**src/rtl/eecfg_pkg.sv**
```systemverilog
package eecfg_pkg;

    // Start bit followed by the two-bit read opcode.
    localparam logic [2:0] READ_CMD = 3'b110;
    localparam int         CMD_BITS = 3;

    typedef enum logic [2:0] {
        XF_IDLE,
        XF_GAP,
        XF_LO,
        XF_HI,
        XF_END
    } xfer_state_e;

    typedef enum logic [2:0] {
        SQ_PROBE_GO,
        SQ_PROBE_WAIT,
        SQ_WORD_GO,
        SQ_WORD_WAIT,
        SQ_FINISH,
        SQ_HALT
    } seq_state_e;

endpackage

```
**src/rtl/eecfg_tick.sv**
```systemverilog
module eecfg_tick #(
    parameter int DIV = 4
) (
    input  logic clk,
    input  logic rst_n,
    output logic tick
);
    localparam int CW = (DIV > 1) ? $clog2(DIV) : 1;

    typedef struct packed {
        logic [CW-1:0] cnt;
        logic          tick;
    } tick_st_t;

    tick_st_t st_d, st_q;

    always_comb begin
        st_d      = st_q;
        st_d.tick = 1'b0;
        if (st_q.cnt == CW'(DIV - 1)) begin
            st_d.cnt  = '0;
            st_d.tick = 1'b1;
        end else begin
            st_d.cnt = st_q.cnt + 1'b1;
        end
    end

    always_ff @(posedge clk or negedge rst_n) begin
        if (!rst_n) st_q <= '0;
        else        st_q <= st_d;
    end

    assign tick = st_q.tick;

    generate
        if (DIV > 1) begin : g_spacing
            // ticks never come back to back when the divider exceeds one
            a_r3_tick_spacing: assert property (@(posedge clk) disable iff (!rst_n)
                tick |=> !tick);
        end
    endgenerate

endmodule

```
**src/rtl/eecfg_xfer.sv**
```systemverilog
module eecfg_xfer
    import eecfg_pkg::*;
#(
    parameter int NARROW_AW = 6,
    parameter int WIDE_AW   = 8,
    parameter int DW        = 16
) (
    input  logic               clk,
    input  logic               rst_n,
    input  logic               tick,
    input  logic               start,
    input  logic               wide,
    input  logic [WIDE_AW-1:0] addr,
    input  logic               ee_do,
    output logic               ee_cs,
    output logic               ee_sk,
    output logic               ee_di,
    output logic               rd_done,
    output logic [DW-1:0]      rd_data
);
    localparam int HDR_MAX = CMD_BITS + WIDE_AW;
    localparam int TOT_MAX = HDR_MAX + DW;
    localparam int BW      = $clog2(TOT_MAX + 1);
    localparam int PAD     = WIDE_AW - NARROW_AW;

    typedef struct packed {
        xfer_state_e        state;
        logic [HDR_MAX-1:0] sh;
        logic [BW-1:0]      bitn;
        logic [BW-1:0]      last;
        logic [DW-1:0]      rx;
        logic               cs;
        logic               sk;
        logic               di;
        logic               done;
    } xfer_st_t;

    xfer_st_t st_d, st_q;

    always_comb begin
        st_d      = st_q;
        st_d.done = 1'b0;
        case (st_q.state)
            XF_IDLE: begin
                st_d.cs = 1'b0;
                st_d.sk = 1'b0;
                st_d.di = 1'b0;
                if (start) begin
                    st_d.state = XF_GAP;
                    st_d.bitn  = '0;
                    if (wide) begin
                        st_d.sh   = {READ_CMD, addr};
                        st_d.last = BW'(CMD_BITS + WIDE_AW + DW - 1);
                    end else begin
                        st_d.sh   = {READ_CMD, addr[NARROW_AW-1:0], {PAD{1'b0}}};
                        st_d.last = BW'(CMD_BITS + NARROW_AW + DW - 1);
                    end
                end
            end
            XF_GAP: begin
                if (tick) begin
                    st_d.state = XF_LO;
                    st_d.cs    = 1'b1;
                    st_d.di    = st_q.sh[HDR_MAX-1];
                end
            end
            XF_LO: begin
                if (tick) begin
                    st_d.state = XF_HI;
                    st_d.sk    = 1'b1;
                end
            end
            XF_HI: begin
                if (tick) begin
                    if (st_q.bitn > (st_q.last - BW'(DW))) begin
                        st_d.rx = {st_q.rx[DW-2:0], ee_do};
                    end
                    st_d.sh = st_q.sh << 1;
                    st_d.sk = 1'b0;
                    if (st_q.bitn == st_q.last) begin
                        st_d.state = XF_END;
                        st_d.cs    = 1'b0;
                        st_d.di    = 1'b0;
                    end else begin
                        st_d.state = XF_LO;
                        st_d.bitn  = st_q.bitn + 1'b1;
                        st_d.di    = st_d.sh[HDR_MAX-1];
                    end
                end
            end
            XF_END: begin
                if (tick) begin
                    st_d.state = XF_IDLE;
                    st_d.done  = 1'b1;
                end
            end
            default: st_d.state = XF_IDLE;
        endcase
    end

    always_ff @(posedge clk or negedge rst_n) begin
        if (!rst_n) st_q <= '0;
        else        st_q <= st_d;
    end

    assign ee_cs   = st_q.cs;
    assign ee_sk   = st_q.sk;
    assign ee_di   = st_q.di;
    assign rd_done = st_q.done;
    assign rd_data = st_q.rx;

    // data-in only moves while the shift clock is low
    a_r1_di_moves_low: assert property (@(posedge clk) disable iff (!rst_n)
        !$stable(ee_di) |-> !ee_sk);

    // every shift clock edge is paced by the divider tick
    a_r3_sk_on_tick: assert property (@(posedge clk) disable iff (!rst_n)
        !$stable(ee_sk) |-> $past(tick));

    // chip select edges only with the shift clock low
    a_r9_cs_rise_sk_low: assert property (@(posedge clk) disable iff (!rst_n)
        $rose(ee_cs) |-> !ee_sk);
    a_r9_cs_fall_sk_low: assert property (@(posedge clk) disable iff (!rst_n)
        $fell(ee_cs) |-> !ee_sk);

    // completion of one read is a single-cycle event
    a_r2_done_single: assert property (@(posedge clk) disable iff (!rst_n)
        rd_done |=> !rd_done);

endmodule

```
**src/rtl/eecfg_seq.sv**
```systemverilog
module eecfg_seq
    import eecfg_pkg::*;
#(
    parameter int          NWORDS   = 64,
    parameter int          WIDE_AW  = 8,
    parameter int          DW       = 16,
    parameter int          SA_WORDS = 3,
    parameter logic [15:0] CSUM     = 16'hBABA
) (
    input  logic                   clk,
    input  logic                   rst_n,
    input  logic                   rd_done,
    input  logic [DW-1:0]          rd_data,
    output logic                   rd_start,
    output logic                   rd_wide,
    output logic [WIDE_AW-1:0]     rd_addr,
    output logic [SA_WORDS*DW-1:0] station_addr,
    output logic                   cfg_valid,
    output logic                   csum_err,
    output logic                   addr_wide,
    output logic                   load_done
);
    localparam int IW  = $clog2(NWORDS);
    localparam int SAW = SA_WORDS * DW;
    localparam int HB  = DW / 2;

    typedef struct packed {
        seq_state_e                   state;
        logic [IW-1:0]                idx;
        logic                         wide;
        logic [DW-1:0]                sum;
        logic [SA_WORDS-1:0][DW-1:0]  raw;
        logic [SAW-1:0]               station;
        logic                         valid;
        logic                         err;
        logic                         wide_out;
        logic                         done;
    } seq_st_t;

    seq_st_t        st_d, st_q;
    logic [SAW-1:0] packed_sa;
    logic           sum_ok;

    // Low byte of each word goes out first, word 0 leading.
    always_comb begin
        packed_sa = '0;
        for (int w = 0; w < SA_WORDS; w++) begin
            packed_sa[SAW-1-DW*w -: DW] = {st_q.raw[w][HB-1:0], st_q.raw[w][DW-1:HB]};
        end
    end

    assign sum_ok = (st_q.sum == CSUM[DW-1:0]);

    always_comb begin
        st_d      = st_q;
        st_d.done = 1'b0;
        case (st_q.state)
            SQ_PROBE_GO:   st_d.state = SQ_PROBE_WAIT;
            SQ_PROBE_WAIT: begin
                if (rd_done) begin
                    st_d.wide  = (rd_data == {DW{1'b1}});
                    st_d.idx   = '0;
                    st_d.state = SQ_WORD_GO;
                end
            end
            SQ_WORD_GO:    st_d.state = SQ_WORD_WAIT;
            SQ_WORD_WAIT: begin
                if (rd_done) begin
                    st_d.sum = st_q.sum + rd_data;
                    for (int w = 0; w < SA_WORDS; w++) begin
                        if (st_q.idx == IW'(w)) st_d.raw[w] = rd_data;
                    end
                    if (st_q.idx == IW'(NWORDS - 1)) begin
                        st_d.state = SQ_FINISH;
                    end else begin
                        st_d.idx   = st_q.idx + 1'b1;
                        st_d.state = SQ_WORD_GO;
                    end
                end
            end
            SQ_FINISH: begin
                st_d.valid    = sum_ok;
                st_d.err      = !sum_ok;
                st_d.station  = sum_ok ? packed_sa : '0;
                st_d.wide_out = st_q.wide;
                st_d.done     = 1'b1;
                st_d.state    = SQ_HALT;
            end
            SQ_HALT:  st_d.state = SQ_HALT;
            default:  st_d.state = SQ_HALT;
        endcase
    end

    always_ff @(posedge clk or negedge rst_n) begin
        if (!rst_n) st_q <= '0;
        else        st_q <= st_d;
    end

    assign rd_start     = (st_q.state == SQ_PROBE_GO) || (st_q.state == SQ_WORD_GO);
    assign rd_wide      = st_q.wide;
    assign rd_addr      = WIDE_AW'(st_q.idx);
    assign station_addr = st_q.station;
    assign cfg_valid    = st_q.valid;
    assign csum_err     = st_q.err;
    assign addr_wide    = st_q.wide_out;
    assign load_done    = st_q.done;

    // a rejected image never exposes address bytes
    a_r7_zero_on_error: assert property (@(posedge clk) disable iff (!rst_n)
        csum_err |-> (station_addr == '0));

    // the two verdict flags never coexist
    a_r6_flags_exclusive: assert property (@(posedge clk) disable iff (!rst_n)
        !(cfg_valid && csum_err));

    // done lasts one clock, results then freeze
    a_r10_done_single: assert property (@(posedge clk) disable iff (!rst_n)
        load_done |=> !load_done);
    a_r10_results_hold: assert property (@(posedge clk) disable iff (!rst_n)
        (cfg_valid || csum_err) && !load_done |->
            $stable(station_addr) && $stable(cfg_valid) && $stable(csum_err) && $stable(addr_wide));

    // the probe read always uses the short address
    a_r4_probe_narrow: assert property (@(posedge clk) disable iff (!rst_n)
        (st_q.state == SQ_PROBE_GO) |-> (!rd_wide && rd_addr == '0));

endmodule

```
**src/rtl/eeprom_cfg_loader.sv**
```systemverilog
module eeprom_cfg_loader #(
    parameter int          DIV       = 4,
    parameter int          NWORDS    = 64,
    parameter int          NARROW_AW = 6,
    parameter int          WIDE_AW   = 8,
    parameter int          DW        = 16,
    parameter int          SA_WORDS  = 3,
    parameter logic [15:0] CSUM      = 16'hBABA
) (
    input  logic                   clk,
    input  logic                   rst_n,
    output logic                   ee_cs,
    output logic                   ee_sk,
    output logic                   ee_di,
    input  logic                   ee_do,
    output logic [SA_WORDS*DW-1:0] station_addr,
    output logic                   cfg_valid,
    output logic                   csum_err,
    output logic                   addr_wide,
    output logic                   load_done
);
    logic               tick;
    logic               rd_start;
    logic               rd_wide;
    logic [WIDE_AW-1:0] rd_addr;
    logic               rd_done;
    logic [DW-1:0]      rd_data;

    eecfg_tick #(.DIV(DIV)) u_tick (
        .clk   (clk),
        .rst_n (rst_n),
        .tick  (tick)
    );

    eecfg_xfer #(
        .NARROW_AW (NARROW_AW),
        .WIDE_AW   (WIDE_AW),
        .DW        (DW)
    ) u_xfer (
        .clk     (clk),
        .rst_n   (rst_n),
        .tick    (tick),
        .start   (rd_start),
        .wide    (rd_wide),
        .addr    (rd_addr),
        .ee_do   (ee_do),
        .ee_cs   (ee_cs),
        .ee_sk   (ee_sk),
        .ee_di   (ee_di),
        .rd_done (rd_done),
        .rd_data (rd_data)
    );

    eecfg_seq #(
        .NWORDS   (NWORDS),
        .WIDE_AW  (WIDE_AW),
        .DW       (DW),
        .SA_WORDS (SA_WORDS),
        .CSUM     (CSUM)
    ) u_seq (
        .clk          (clk),
        .rst_n        (rst_n),
        .rd_done      (rd_done),
        .rd_data      (rd_data),
        .rd_start     (rd_start),
        .rd_wide      (rd_wide),
        .rd_addr      (rd_addr),
        .station_addr (station_addr),
        .cfg_valid    (cfg_valid),
        .csum_err     (csum_err),
        .addr_wide    (addr_wide),
        .load_done    (load_done)
    );

    // a new read is only requested while the serial engine is idle
    a_r5_start_when_idle: assert property (@(posedge clk) disable iff (!rst_n)
        rd_start |-> !ee_cs);

endmodule

```
**config.mk**
```make
export PLATFORM = sky130hd
export DESIGN_NAME = eeprom_cfg_loader
export DESIGN_NICKNAME = d
export VERILOG_FILES = /design/src/rtl/eecfg_pkg.sv /design/src/rtl/eecfg_tick.sv /design/src/rtl/eecfg_xfer.sv /design/src/rtl/eecfg_seq.sv /design/src/rtl/eeprom_cfg_loader.sv
export SDC_FILE = /design/constraint.sdc
export NUM_CORES = 1
export LEC_CHECK = 0
export ABC_CLOCK_PERIOD_IN_PS = 6100
export CAP_MARGIN = 20
export CORE_UTILIZATION = 40
export DETAILED_ROUTE_END_ITERATION = 8
export SKIP_CTS_REPAIR_TIMING = 1
export SYNTH_ARGS = -nofsm -noshare
export SYNTH_HDL_FRONTEND = slang
export SYNTH_SLANG_ARGS = --single-unit
```
**constraint.sdc**
```tcl
create_clock -name clk -period 6.1 [get_ports clk]
set_input_delay 0.915 -clock clk [delete_from_list [all_inputs] [get_ports clk]]
set_output_delay 0.915 -clock clk [all_outputs]
set_load 0.1 [all_outputs]
```
# After elaboration in Yosys (flattened, before gate mapping)
# Cells that the tools add are included.
[word_totals]
ff_bits = 173
output_inout_bits = 55
[op_classes]
add_sub_neg = 5
order_cmp = 1
eq_ne = 25
n_mux = 31
n_reduce_logical = 24
[op_table]
columns = ["operator", "count"]
rows = [
  ["$mux W48", 1],
  ["$eq A16 B16 Y1 const B", 2],
  ["$pmux W16 S2", 1],
  ["$mux W24", 1],
  ["$reduce_and A3 Y1", 7],
  ["$mux W19", 1],
  ["$mux W3", 6],
  ["$ne A2 B2 Y1 const B", 9],
  ["$add A16 B16 Y16", 1],
  ["$pmux W3 S5", 1],
  ["$eq A3 B2 Y1 const B", 4],
  ["$pmux W3 S4", 1],
  ["$pmux W6 S2", 1],
  ["$reduce_and A4 Y1", 3],
  ["$mux W10", 1],
  ["$mux W9", 1],
  ["$pmux W1 S3", 3],
  ["$mux W1", 8],
  ["$mux W8", 1],
  ["$reduce_and A2 Y1", 4],
  ["$add A6 B1 Y6 const B", 1],
  ["$eq A3 B1 Y1 const B", 2],
  ["$eq A3 B3 Y1 const B", 2],
  ["$eq A6 B1 Y1 const B", 1],
  ["other kinds (19)", 23],
]

# Depth between registers and ports, before layout
[logic_depth]
ltp_word = 4
depth_mapped = 9
mapped_depth_nobuf = 8

# Modules after synthesis
# From an unflattened synthesis, not the netlist that was laid out.
[hier_totals]
hier_cells = 787
area_unflattened_um2 = 8645.8
[by_module_without_submodules]
columns = ["mod", "n_inst", "cells_per_inst", "area_per_inst_um2", "seq_area_each_um2"]
rows = [
  ["eecfg_seq", 1, 513, 6163.4, 3153.0],
  ["eecfg_xfer", 1, 269, 2391.0, 1026.0],
  ["eecfg_tick", 1, 5, 91.3, 75.1],
]

# Least setup slack after synthesis
# No wires, ideal clock.
[synth_timing]
path_type = "register -> register"
startpoint = "reg u_xfer.st_q (netlist bit u_xfer.rd_data[0])"
endpoint = "reg u_seq.st_q[112] in the netlist's numbering"
setup_ns = 0.124
t_arrival_ns = 2.187
t_required_ns = 5.976
path_slack_ns = 3.789
stages_incl_launch_ff = 9
n_path_buf = 0
period_less_slack_ns = 2.311
cell_sequence = "dfrtp_1 -> ha_1 -> fa_1 -> a21oi_1 -> o21ai_0 -> o21a_1 -> a221oi_1 -> nor4b_1 -> a211o_1"
[synth_between]
elab_chain_cells = 1
[synth_lines]
columns = ["item", "line", "rtl"]
rows = [
  ["start, declared", "eecfg_xfer.sv:38", "xfer_st_t st_d, st_q;"],
  ["start signal, assigned", "eecfg_xfer.sv:103", "else st_q <= st_d;"],
  ["$add A16 B16 Y16", "eecfg_seq.sv:69", "st_d.sum = st_q.sum + rd_data;"],
  ["end signal, assigned", "eecfg_seq.sv:96", "else st_q <= st_d;"],
  ["end, declared", "eecfg_seq.sv:40", "seq_st_t st_d, st_q;"],
]
# Every way passes these cells.
# A chain may end at the register's enable or synchronous reset.

# Final worst setup path
[layout_timing]
startpoint = "reg u_seq.st_q (netlist bit u_seq.station_addr[31])"
endpoint = "out station_addr[31]"
[layout_rtl]
columns = ["item", "line", "rtl"]
rows = [
  ["end, declared", "eeprom_cfg_loader.sv:16", "output logic [SA_WORDS*DW-1:0] station_addr,"],
]
# No word-level cell between the ends.

==> flow_summary.html <==
<table>
<tr><th>Metric</th><th>Value</th></tr>
<tr><th colspan="2">Power and ir drop</th></tr>
<tr><td>Max VDD drop</td><td>0.144 mV</td></tr>
<tr><td>Static leakage power</td><td>0.00434 µW</td></tr>
<tr><td>Sum of internal, switching and leakage power</td><td>roughly 2200 µW</td></tr>
<tr><td>Power per cell area</td><td>246 mW/mm²</td></tr>
<tr><th colspan="2">Clock network</th></tr>
<tr><td>TritonCTS clock tree</td><td>done</td></tr>
<tr><td>TritonCTS buffer count</td><td>17</td></tr>
<tr><td>CTS Root Buffer Type</td><td>sky130_fd_sc_hd__clkbuf_16</td></tr>
<tr><td>Clock Pin Slew Worst Setup and Hold Paths</td><td>60 ps</td></tr>
<tr><td>Clock Sink Count</td><td>170</td></tr>
<tr><td>Insertion delay to the later sink of the worst-skew pair</td><td>420 ps</td></tr>
<tr><td>Maximum buffer depth of the clock tree</td><td>2</td></tr>
<tr><td>H-Tree Depth</td><td>4</td></tr>
<tr><th colspan="2">GRT</th></tr>
<tr><td>Pin count of the biggest net entering global routing</td><td>110</td></tr>
<tr><td>Vias in the first global route</td><td>4940</td></tr>
<tr><td>Remaining global-route overflow</td><td>0</td></tr>
<tr><td>GRT Total Usage</td><td>16.5%</td></tr>
<tr><td>Initial antenna violation count</td><td>0</td></tr>
<tr><td>First-pass GRT wire length</td><td>25900 µm</td></tr>
<tr><th colspan="2">Yosys</th></tr>
<tr><td>Cell taking the most area after synthesis</td><td>sky130_fd_sc_hd__dfrtp_1</td></tr>
<tr><td>Ranking of synthesized cells by instance count</td><td>sky130_fd_sc_hd__dfrtp_1, sky130_fd_sc_hd__a22o_1, sky130_fd_sc_hd__buf_4</td></tr>
<tr><td>Portion of the post-synthesis area used by sequential elements</td><td>53.3%</td></tr>
<tr><td>Post-synth EDFFs</td><td>0</td></tr>
<tr><td>Top post-synthesis cells by area</td><td>sky130_fd_sc_hd__dfrtp_1, sky130_fd_sc_hd__mux2_2, sky130_fd_sc_hd__mux2_4, sky130_fd_sc_hd__a22o_1, sky130_fd_sc_hd__buf_4</td></tr>
<tr><td>Gate count of the mapped netlist</td><td>660</td></tr>
<tr><td>Mapped cell area</td><td>approximately 0.0080 mm²</td></tr>
<tr><td>Net count after synthesis</td><td>688</td></tr>
<tr><td>Most common flop cell mapped by yosys</td><td>sky130_fd_sc_hd__dfrtp_1</td></tr>
<tr><td>Proportion of synthesized flip-flops having asynchronous set or reset</td><td>100%</td></tr>
<tr><td>Area share of the largest cell type after synthesis</td><td>53.3%</td></tr>
<tr><td>Flops &amp; latches, synth</td><td>170</td></tr>
<tr><td>Synthesized area per cell</td><td>12.1 µm²</td></tr>
<tr><td>Most used standard cell by instance count after synthesis</td><td>sky130_fd_sc_hd__dfrtp_1</td></tr>
<tr><td>Post-synth cell types</td><td>between 60 and 70</td></tr>
<tr><td>Number of synthesis warnings</td><td>0</td></tr>
<tr><th colspan="2">Setup path</th></tr>
<tr><td>Worst-case register-to-register setup slack</td><td>3500 ps</td></tr>
<tr><td>Number of cells on the worst reg-to-reg path</td><td>8</td></tr>
<tr><td>Required time reported for the critical path endpoint</td><td>5180 ps</td></tr>
<tr><td>Cell type group with the largest total delay on the critical path</td><td>buffers and inverters</td></tr>
<tr><td>End of the worst register-to-register path</td><td>u_seq.st_q[112]</td></tr>
<tr><td>Launching point of the worst reg2reg path</td><td>u_xfer.rd_data[0]</td></tr>
<tr><td>Crit end category</td><td>output port</td></tr>
<tr><td>Data arrival time at the worst-slack endpoint</td><td>~1900 ps</td></tr>
<tr><td>Critical path class</td><td>flip-flop to output port</td></tr>
<tr><td>Delay of the slowest cell on the worst path</td><td>approximately 1200 ps</td></tr>
<tr><td>Maximum fanout count along the critical path</td><td>2</td></tr>
<tr><td>Master of the slowest instance on the critical path</td><td>sky130_fd_sc_hd__clkdlybuf4s50_1</td></tr>
<tr><td>Buffer and inverter count on the worst path</td><td>1</td></tr>
<tr><td>Critical Path Start Type</td><td>flip-flop</td></tr>
<tr><td>Cells along the critical path</td><td>clkdlybuf4s50_1</td></tr>
<tr><th colspan="2">Route</th></tr>
<tr><td>Starting DRC count in detailed routing</td><td>303</td></tr>
<tr><td>Count of nets left with antenna violations after detail routing</td><td>0</td></tr>
<tr><td>Via count normalized by instance count</td><td>5.22</td></tr>
<tr><td>DRC errors left</td><td>0</td></tr>
<tr><td>Drt pass-1 iters</td><td>4</td></tr>
<tr><td>Via count</td><td>about 4900</td></tr>
<tr><td>Routed Wire Length</td><td>15600 µm</td></tr>
<tr><td>Average wire length per cell after detail routing</td><td>16.6 µm</td></tr>
<tr><th colspan="2">Floorplanning</th></tr>
<tr><td>Die X-Extent</td><td>143 µm</td></tr>
<tr><td>Die Y</td><td>143 µm</td></tr>
<tr><td>Num ports</td><td>58</td></tr>
<tr><td>Starting density of the core</td><td>40.9%</td></tr>
<tr><td>Row count</td><td>51</td></tr>
<tr><td>Core outline area</td><td>between 0.015 and 0.02 mm²</td></tr>
<tr><td>Area of the die</td><td>0.0205 mm²</td></tr>
<tr><th colspan="2">Place</th></tr>
<tr><td>GP Congestion</td><td>0.835</td></tr>
<tr><td>HPWL Detailed</td><td>between 10000 and 15000 µm</td></tr>
<tr><td>Cell Count Post-Placement</td><td>907</td></tr>
<tr><td>Total of buffers placed on input and output ports</td><td>57</td></tr>
<tr><th colspan="2">Timing</th></tr>
<tr><td># setup viols final</td><td>0</td></tr>
<tr><td>Least-Margin Pin Slew</td><td>976 ps</td></tr>
<tr><td>Post-layout min period</td><td>2860 ps</td></tr>
<tr><td>Final setup skew</td><td>9.86 ps</td></tr>
<tr><td>Min Hold Slack</td><td>~430 ps</td></tr>
<tr><td>F_max</td><td>roughly 350 MHz</td></tr>
<tr><td>Final Hold Viols</td><td>0</td></tr>
<tr><td>Max-slew headroom</td><td>34.8%</td></tr>
<tr><td>Number of max-slew violations in the final report</td><td>0</td></tr>
<tr><td>Fraction of the cycle the final worst path needs</td><td>46.9%</td></tr>
<tr><td>Total negative slack</td><td>0 ps</td></tr>
<tr><td>RSZ-0062 raised after global routing</td><td>no</td></tr>
<tr><th colspan="2">Cells and area</th></tr>
<tr><td>Area growth from synthesis to layout</td><td>12.6%</td></tr>
<tr><td>Share of post-route cells with drive strength above 1</td><td>17.5%</td></tr>
<tr><td>Filler Cells Inserted</td><td>1753</td></tr>
<tr><td>Number of antenna repair diodes</td><td>0</td></tr>
<tr><td>Finished Core Util</td><td>46.0%</td></tr>
<tr><td>Nets@finish</td><td>689</td></tr>
<tr><td>Number of standard cells in the layout, taps in and fillers out</td><td>939</td></tr>
<tr><th colspan="2">Run</th></tr>
<tr><td>Number of violations of the max-capacitance limit</td><td>0</td></tr>
<tr><th colspan="2">Worst hold path</th></tr>
<tr><td>End of the worst hold path</td><td>u_tick.st_q[1]</td></tr>
<tr><td>Class of the tightest hold or removal check</td><td>flip-flop to flip-flop</td></tr>
<tr><td>Worst hold path cell count</td><td>1</td></tr>
<tr><td>Launch point of the worst hold path</td><td>u_tick.st_q[1]</td></tr>
<tr><th colspan="2">Outcome</th></tr>
<tr><td>Run status</td><td>complete, no violations</td></tr>
</table>
## placed cells by master (no fill, tap or decap), types with 3 or more instances in the layout
cell type	instances
sky130_fd_sc_hd__a31oi_1	4
sky130_fd_sc_hd__nor3_1	3
sky130_fd_sc_hd__nand2_4	3
sky130_fd_sc_hd__a22o_1	50
sky130_fd_sc_hd__dfrtp_1	170
sky130_fd_sc_hd__inv_1	12
sky130_fd_sc_hd__buf_4	4
sky130_fd_sc_hd__nor2_1	36
sky130_fd_sc_hd__nand2b_1	5
sky130_fd_sc_hd__nand2_1	42
sky130_fd_sc_hd__xnor2_1	5
sky130_fd_sc_hd__nor2b_1	4
sky130_fd_sc_hd__nand3_1	8
sky130_fd_sc_hd__mux2_4	30
sky130_fd_sc_hd__clkinvlp_4	3
sky130_fd_sc_hd__o22ai_1	3
sky130_fd_sc_hd__inv_6	3
sky130_fd_sc_hd__a22oi_1	6
sky130_fd_sc_hd__xor2_1	12
sky130_fd_sc_hd__o21ai_0	25
sky130_fd_sc_hd__nand4_1	9
sky130_fd_sc_hd__a21oi_1	34
sky130_fd_sc_hd__ha_1	24
sky130_fd_sc_hd__mux2_2	40
sky130_fd_sc_hd__clkdlybuf4s50_1	56
sky130_fd_sc_hd__clkinv_2	3
sky130_fd_sc_hd__clkbuf_16	17
sky130_fd_sc_hd__and3_1	4
sky130_fd_sc_hd__and4_1	4
sky130_fd_sc_hd__o21bai_1	3
## logic make-up after synthesis
group / share of synthesized area (%)
flops: 53.3
fa+ha+maj: 4.02
xor+xnor: 1.87
mux: 11.5
simple gates: 9.08
buf+inv: 7.18
compound gates: 13.0
## sequential cells by signal (all words and copies together), names as in the netlist, 2 cells and up
signal,cells
u_seq.packed_sa,48
u_xfer.st_q,21
u_seq.rd_addr,6
u_tick.st_q,2
u_seq.st_q,19
u_xfer.rd_data,16
u_seq.station_addr,48
## routing by layer
metal | routed length (µm) | global-route usage (%) | vias up
met3 | 371 | 3.05 | 14
li1 | - | - | 2326
met4 | 244 | 6.55 | 0
met2 | 7590 | 26.8 | 81
met1 | 7370 | 21.9 | 2483
met5 | 0 | 0 | -
## worst max path at each step
| stage | start | endpoint | slack [ps] | cells after the start |
|---|---|---|---|---|
| after detailed placement | u_xfer.rd_data[0] | u_seq.st_q[112] | 3510 | 8 |
| after global placement | u_xfer.rd_data[0] | u_seq.st_q[112] | 3560 | 8 |
| after global routing | u_seq.station_addr[11] | station_addr[11] | 3180 | 1 |
| after CTS | u_seq.station_addr[43] | station_addr[43] | 3220 | 1 |
| final | u_seq.station_addr[31] | station_addr[31] | 3240 | 1 |
| after floorplan | u_xfer.rd_data[0] | u_seq.st_q[112] | 3790 | 8 |
## power by group
part / switching, µW / internal [µW] / total (µW) / leakage [µW]
registers: 0.614 / 1130 / 1130 / 0.00233
clock network: 445 / 617 / 1060 / 0.000280
logic: 21.5 / 1.93 / 23.4 / 0.00173
## through the flow
step	setup WS, ps	cell area (µm²)
floorplan	3790	7980
global placement	3560	8400
detailed placement	3510	8400
CTS	3220	8980
global route	3180	8980
finish	3240	8980
## cell type report
type / instances / area (µm²) / share of cell area (%)
multi-input cells: 398 / 3160 / 35.2
clock buffers: 19 / 443 / 4.93
repair buffers: 61 / 602 / 6.70
well taps: 265 / 332 / 3.69
clock inverters: 13 / 141 / 1.57
inverters: 13 / 48.8 / 0.543
flip-flops and latches: 170 / 4250 / 47.4
No activity file was read; power rests on OpenSTA's default activity.
